<file path="src/rtl/tdi_pkg.sv">
package tdi_pkg;
   typedef enum logic [1:0] {
      CFG_GAIN = 2'd0,
      CFG_DMIN = 2'd1,
      CFG_DMAX = 2'd2,
      CFG_NONE = 2'd3
   } cfg_sel_e;
endpackage

</file>
<file path="src/rtl/tdi_phase.sv">
// Sample phase tagging and switching-period pair tracking.
module tdi_phase #(
   parameter int NPH = 4,
   localparam int PHW = $clog2(NPH)
) (
   input  logic           clk,
   input  logic           rst_n,
   input  logic           smp_vld,
   output logic [PHW-1:0] phase,
   output logic           odd,
   output logic           cyc_start,
   output logic           win_end
);
   localparam logic [PHW-1:0] LAST = PHW'(NPH - 1);

   logic [PHW-1:0] phase_nx;

   generate
      if ((1 << PHW) == NPH) begin : g_wrap
         assign phase_nx = phase + 1'b1;
      end else begin : g_cmp
         assign phase_nx = (phase == LAST) ? '0 : phase + 1'b1;
      end
   endgenerate

   always_ff @(posedge clk or negedge rst_n) begin
      if (!rst_n) begin
         phase <= '0;
         odd   <= 1'b0;
      end else if (smp_vld) begin
         phase <= phase_nx;
         if (phase == LAST) odd <= ~odd;
      end
   end

   assign cyc_start = smp_vld && (phase == '0);
   assign win_end   = smp_vld && (phase == LAST) && odd;
endmodule

</file>
<file path="src/rtl/tdi_cfg.sv">
// Held configuration registers, committed at a switching-period boundary.
module tdi_cfg
   import tdi_pkg::*;
#(
   parameter int DW = 12,
   parameter int GW = 6
) (
   input  logic          clk,
   input  logic          rst_n,
   input  logic          we,
   input  logic [1:0]    addr,
   input  logic [DW-1:0] wdata,
   input  logic          commit,
   output logic [GW-1:0] gain,
   output logic [DW-1:0] dmin,
   output logic [DW-1:0] dmax
);
   logic [GW-1:0] sh_gain;
   logic [DW-1:0] sh_dmin, sh_dmax;

   always_ff @(posedge clk or negedge rst_n) begin
      if (!rst_n) begin
         sh_gain <= '0;
         sh_dmin <= '0;
         sh_dmax <= '1;
      end else if (we) begin
         case (cfg_sel_e'(addr))
            CFG_GAIN: sh_gain <= wdata[GW-1:0];
            CFG_DMIN: sh_dmin <= wdata;
            CFG_DMAX: sh_dmax <= wdata;
            default:  ;
         endcase
      end
   end

   always_ff @(posedge clk or negedge rst_n) begin
      if (!rst_n) begin
         gain <= '0;
         dmin <= '0;
         dmax <= '1;
      end else if (commit) begin
         gain <= sh_gain;
         dmin <= sh_dmin;
         dmax <= sh_dmax;
      end
   end
endmodule

</file>
<file path="src/rtl/tdi_slope.sv">
// Scaled sample difference, saturation and threshold window.
module tdi_slope #(
   parameter int EW = 10,
   parameter int DW = 12,
   parameter int GW = 6
) (
   input  logic                 clk,
   input  logic                 rst_n,
   input  logic                 smp_vld,
   input  logic signed [EW-1:0] smp_err,
   input  logic [GW-1:0]        gain,
   input  logic [DW-1:0]        dmin,
   input  logic [DW-1:0]        dmax,
   output logic signed [DW-1:0] inc
);
   localparam int PW = (EW + GW + 2 > DW + 1) ? EW + GW + 2 : DW + 1;
   localparam logic signed [PW-1:0] LIM  = {{(PW-DW+1){1'b0}}, {(DW-1){1'b1}}};
   localparam logic signed [PW-1:0] NLIM = -LIM;

   logic signed [EW-1:0] prev_q;
   logic signed [EW:0]   diff;
   logic signed [PW-1:0] g_ext, d_ext, prod;
   logic signed [DW-1:0] raw;
   logic [DW-1:0]        mag;
   logic                 keep;

   always_ff @(posedge clk or negedge rst_n) begin
      if (!rst_n)       prev_q <= '0;
      else if (smp_vld) prev_q <= smp_err;
   end

   assign diff  = {smp_err[EW-1], smp_err} - {prev_q[EW-1], prev_q};
   assign g_ext = {{(PW-GW){1'b0}}, gain};
   assign d_ext = {{(PW-EW-1){diff[EW]}}, diff};
   assign prod  = g_ext * d_ext;

   generate
      if (EW + GW <= DW - 1) begin : g_nosat
         assign raw = prod[DW-1:0];
      end else begin : g_sat
         always_comb begin
            if (prod > LIM)       raw = LIM[DW-1:0];
            else if (prod < NLIM) raw = NLIM[DW-1:0];
            else                  raw = prod[DW-1:0];
         end
      end
   endgenerate

   assign mag  = raw[DW-1] ? DW'(-raw) : raw;
   assign keep = (mag >= dmin) && (mag <= dmax);
   assign inc  = keep ? raw : '0;
endmodule

</file>
<file path="src/rtl/tdi_avg.sv">
// Per-phase pair summation and issue of floor averages.
module tdi_avg #(
   parameter int NPH = 4,
   parameter int DW  = 12,
   localparam int PHW = $clog2(NPH),
   localparam int NS  = NPH - 1
) (
   input  logic                 clk,
   input  logic                 rst_n,
   input  logic                 smp_vld,
   input  logic [PHW-1:0]       phase,
   input  logic                 odd,
   input  logic                 win_end,
   input  logic signed [DW-1:0] inc,
   output logic [NS*DW-1:0]     inc_vals,
   output logic                 inc_vld,
   output logic                 xact
);
   logic          fire_q;
   logic [NS-1:0] nz;

   generate
      for (genvar k = 0; k < NS; k++) begin : g_slot
         logic signed [DW:0]   sum_q;
         logic signed [DW-1:0] out_q;

         always_ff @(posedge clk or negedge rst_n) begin
            if (!rst_n) begin
               sum_q <= '0;
            end else if (smp_vld && (phase == PHW'(k + 1))) begin
               sum_q <= odd ? sum_q + {inc[DW-1], inc} : {inc[DW-1], inc};
            end
         end

         always_ff @(posedge clk or negedge rst_n) begin
            if (!rst_n)      out_q <= '0;
            else if (fire_q) out_q <= sum_q[DW:1];
         end

         assign nz[k] = |sum_q[DW:1];
         assign inc_vals[k*DW +: DW] = out_q;
      end
   endgenerate

   always_ff @(posedge clk or negedge rst_n) begin
      if (!rst_n) begin
         fire_q  <= 1'b0;
         inc_vld <= 1'b0;
         xact    <= 1'b0;
      end else begin
         fire_q  <= win_end;
         inc_vld <= fire_q;
         if (fire_q) xact <= |nz;
      end
   end
endmodule

</file>
<file path="src/rtl/tdi_estimator.sv">
module tdi_estimator #(
   parameter int EW  = 10,
   parameter int DW  = 12,
   parameter int GW  = 6,
   parameter int NPH = 4
) (
   input  logic                  clk,
   input  logic                  rst_n,
   input  logic                  smp_vld,
   input  logic [EW-1:0]         smp_err,
   input  logic                  cfg_we,
   input  logic [1:0]            cfg_addr,
   input  logic [DW-1:0]         cfg_wdata,
   output logic                  pid_vld,
   output logic [EW-1:0]         pid_err,
   output logic                  inc_vld,
   output logic [(NPH-1)*DW-1:0] inc_vals,
   output logic                  xact
);
   localparam int PHW = $clog2(NPH);

   generate
      if (EW < 2)              begin : g_bad_ew  $error("EW must be at least 2"); end
      if (DW < 4)              begin : g_bad_dw  $error("DW must be at least 4"); end
      if (GW < 1 || GW > DW)   begin : g_bad_gw  $error("GW must lie in 1..DW"); end
      if (NPH < 2)             begin : g_bad_nph $error("NPH must be at least 2"); end
   endgenerate

   logic [PHW-1:0]       phase;
   logic                 odd, cyc_start, win_end;
   logic [GW-1:0]        gain;
   logic [DW-1:0]        dmin, dmax;
   logic signed [DW-1:0] inc;

   tdi_phase #(.NPH(NPH)) u_phase (
      .clk(clk), .rst_n(rst_n), .smp_vld(smp_vld), .phase(phase),
      .odd(odd), .cyc_start(cyc_start), .win_end(win_end)
   );

   tdi_cfg #(.DW(DW), .GW(GW)) u_cfg (
      .clk(clk), .rst_n(rst_n), .we(cfg_we), .addr(cfg_addr),
      .wdata(cfg_wdata), .commit(cyc_start),
      .gain(gain), .dmin(dmin), .dmax(dmax)
   );

   tdi_slope #(.EW(EW), .DW(DW), .GW(GW)) u_slope (
      .clk(clk), .rst_n(rst_n), .smp_vld(smp_vld), .smp_err(smp_err),
      .gain(gain), .dmin(dmin), .dmax(dmax), .inc(inc)
   );

   tdi_avg #(.NPH(NPH), .DW(DW)) u_avg (
      .clk(clk), .rst_n(rst_n), .smp_vld(smp_vld), .phase(phase),
      .odd(odd), .win_end(win_end), .inc(inc),
      .inc_vals(inc_vals), .inc_vld(inc_vld), .xact(xact)
   );

   always_ff @(posedge clk or negedge rst_n) begin
      if (!rst_n) begin
         pid_vld <= 1'b0;
         pid_err <= '0;
      end else begin
         pid_vld <= cyc_start;
         if (cyc_start) pid_err <= smp_err;
      end
   end
endmodule

</file>
<file path="config.mk">
export PLATFORM = sky130hd
export DESIGN_NAME = tdi_estimator
export DESIGN_NICKNAME = d
export VERILOG_FILES = /design/src/rtl/tdi_pkg.sv /design/src/rtl/tdi_phase.sv /design/src/rtl/tdi_cfg.sv /design/src/rtl/tdi_slope.sv /design/src/rtl/tdi_avg.sv /design/src/rtl/tdi_estimator.sv
export SDC_FILE = /design/constraint.sdc
export NUM_CORES = 1
export LEC_CHECK = 0
export BUFFER_PORTS_ARGS = -buffer_cell sky130_fd_sc_hd__buf_4
export CORE_MARGIN = 4
export CORE_UTILIZATION = 56
export DETAILED_ROUTE_END_ITERATION = 10
export GPL_ROUTABILITY_DRIVEN = 0
export PLACE_DENSITY = 0.77
export SLEW_MARGIN = 20
export SYNTH_ARGS = -nofsm -noshare
export SYNTH_HDL_FRONTEND = slang
export SYNTH_SLANG_ARGS = --single-unit
</file>
<file path="constraint.sdc">
create_clock -name clk -period 12.4 [get_ports clk]
set_input_delay 0 -clock clk [delete_from_list [all_inputs] [get_ports clk]]
set_output_delay 0 -clock clk [all_outputs]
set_load 0.1 [all_outputs]
</file>
==> metrics.txt <==
Post-Synthesis Cells approximately 1.3k; synthesized area per cell slightly below 10 um^2; vias around 10k; status finished, final reports clean; Detail Placement HPWL 21.6 mm; Fmax 85.7 MHz; CP peak stage delay ~600 ps; CP max stage cell or4_4; DP Cell Count 1602; Slew Limit Fails 0; Tmin final 11670 ps; crit share post-route 0.941; r2r setup slk about 730 ps; Iteration-0 DRC Markers 621; main flop type after synthesis dfrtp_1; WP data required 12700 ps; clock sink count about 160; Clock transition at path regs roughly 70 ps; initial core utilization 0.568; count leader, synth dfrtp_1; CP Capture Type flop; Critical Path AT 11980 ps; synthesis warning total 0; top cell type's share of synthesized area 0.280; EDFF count, synth 0; total iterations of the first detailed-routing run 5; die area 0.0245 mm^2; Root Driver clkbuf_16; Area Overhead vs Synth 15.7%; CTS Buffer Depth 2; reg2reg path depth 43; Slew @ Worst Pin slightly above 900 ps; via/cell ratio 5.96; Fin. Hold Viols 0; # diodes 0; # H-tree levels 4; fillcell total 1738; Ports 77; Hold Crit Class input port to flop; Final Net Count 1573; die width 157 um; DRC 0; # rows 54; first-pass GRT wire length 48.9 mm; Routed Antenna Nets 0; largest net degree at the start of global routing 66; GR Overflow Total 0; vias in the first global route between 9k and 10k; Critical R2R Launch u_slope.prev_q[1]$_DFFE_PN0P_; post-synth cell types 90; most frequent cells after synthesis dfrtp_1 (138), inv_1 (120), nand2_1 (117); core box area 0.0218 mm^2; number of I/O port buffers between 70 and 80; fin util 0.657; initial antenna violation count 0; top cells by area, synth dfrtp_1 (28%), ha_1 (11%), fa_1 (8.3%); WL/cell approximately 18 um; Worst R2R End u_avg.g_slot[0].sum_q[12]$_DFFE_PN0P_; CTS buffer count 17; async set-or-reset flop fraction in the synthesized netlist 1.00; Worst Setup EP u_avg.g_slot[0].sum_q[12]$_DFFE_PN0P_; #FFs+latches synth around 160; crit start category flop; Setup CP Type flop to flop; Final setup viols 0; post-synthesis sequential area ratio 0.331; CP most frequent cell fa_1; CTS tree built; final wirelength just under 30 mm; Global Route Usage Sum 0.247; Die Ht 157 um; Cell Area, Synth 0.0124 mm^2; Clock Latency Late Sink around 430 ps; Max-slew headroom 0.374; MaxCap Viol Count 0; Worst setup startpoint u_slope.prev_q[1]$_DFFE_PN0P_; fin cells about 1.7k; Synth area leader dfrtp_1; clk_skew 9.76 ps; share of cells above drive strength 1 0.196; crit path max fanout 12
worst min-delay path by stage:
stage,startpoint,end,slack [ps],depth (start not counted)
after floorplan,rst_n,pid_err[0]$_DFFE_PN0P_,-300,0
after global placement,rst_n,u_avg.g_slot[2].out_q[3]$_DFFE_PN0P_,20,1
after detailed placement,rst_n,u_avg.g_slot[2].out_q[3]$_DFFE_PN0P_,20,1
after CTS,cfg_addr[1],u_cfg.sh_gain[0]$_DFFE_PN0P_,40,3
after global routing,cfg_addr[1],u_cfg.sh_gain[3]$_DFFE_PN0P_,60,3
final,cfg_addr[1],u_cfg.sh_gain[0]$_DFFE_PN0P_,60,3
placed cells by master (no fill, tap or decap), types with 5 or more instances in the layout:
cell type / count
nand4_1: 10
a21oi_1: 74
buf_4: 89
nor2_1: 74
dfstp_2: 24
nand3_1: 17
xor2_1: 15
o21a_1: 7
o211ai_1: 6
or3_1: 7
ha_1: 109
nor3_1: 23
a211oi_1: 12
nor4_1: 9
nand2_1: 117
o31a_1: 6
o21ai_1: 7
dlygate4sd3_1: 38
inv_1: 120
a22oi_1: 5
fa_1: 51
xnor2_1: 31
and2_1: 35
o221ai_1: 11
o31ai_1: 6
a21o_1: 19
nor3b_1: 5
dfrtp_1: 138
clkbuf_16: 17
o21ai_0: 76
mux2_2: 82
a31oi_1: 10
nand2b_1: 8
nor2b_1: 11
and3_1: 10
cell families after synthesis:
group	synth area share
buf+inv	0.0513
simple gates	0.141
fa+ha+maj	0.195
other cells	0.000304
mux	0.0772
compound gates	0.166
xor+xnor	0.0384
flops	0.331
critical path, delay by kind of cell, from the launching register on:
kind	cells	cell delay [ps]
muxes	1	250
and+or+nand+nor	8	2170
AOI/OAI and AO/OA	22	4660
xor gates and xnor gates	1	220
buffers and inverters	1	80
DFF	1	390
adders and majority gates	10	3720
flip-flops by register name, summed over array words and instances (netlist names), 2 cells and up:
name / cells
u_phase.phase: 2
u_cfg.sh_dmax: 12
u_slope.prev_q: 10
pid_err: 10
u_cfg.sh_dmin: 12
u_cfg.dmax: 12
u_cfg.sh_gain: 6
u_avg.g_slot.sum_q: 39
u_avg.g_slot.out_q: 36
u_cfg.gain: 6
u_cfg.dmin: 12
layout make-up:
cell class                 instances  area [um^2]  share of cell area
multi-input combinational        952         7740               0.542
sequential                       162         4080               0.286
timing repair buffer             129         1070              0.0750
inverter                         121          454              0.0318
clock buffer                      19          443              0.0310
tap                              280          350              0.0245
clock inverter                    13          144              0.0101
metal layers:
metal | track usage | vias to the layer above | wire [um]
met4 | 0.101 | 0 | 958
met1 | 0.325 | 4898 | 12700
met3 | 0.0365 | 67 | 1580
met5 | 0 | - | 0
li1 | - | 4724 | -
met2 | 0.413 | 305 | 14400
repair_timing:
action / 4_1_cts / 5_1_grt
setup endpoints to repair: 0 / 24
endpoints found under the hold margin: 116 / 0
hold buffers: 38 / 0
resized for setup: 0 / 23
buffers inserted: 0 / 4
metrics by stage:
stage | TNS [ps] | hold slack [ps] | cell area [um^2] | worst slack, ps
final | 0 | 56.2 | 14300 | 728
after global routing | -0.608 | 57.5 | 14300 | -0.608
after CTS | 0 | 37.3 | 14200 | 212
after detailed placement | 0 | 21.5 | 13200 | 256
after global placement | 0 | 17.8 | 13200 | 519
after floorplan | 0 | -296 | 12400 | 855
Power is left out: the tool's default activity adds up to more than one toggle a clock period on the data nets, which glitch-free logic cannot reach.
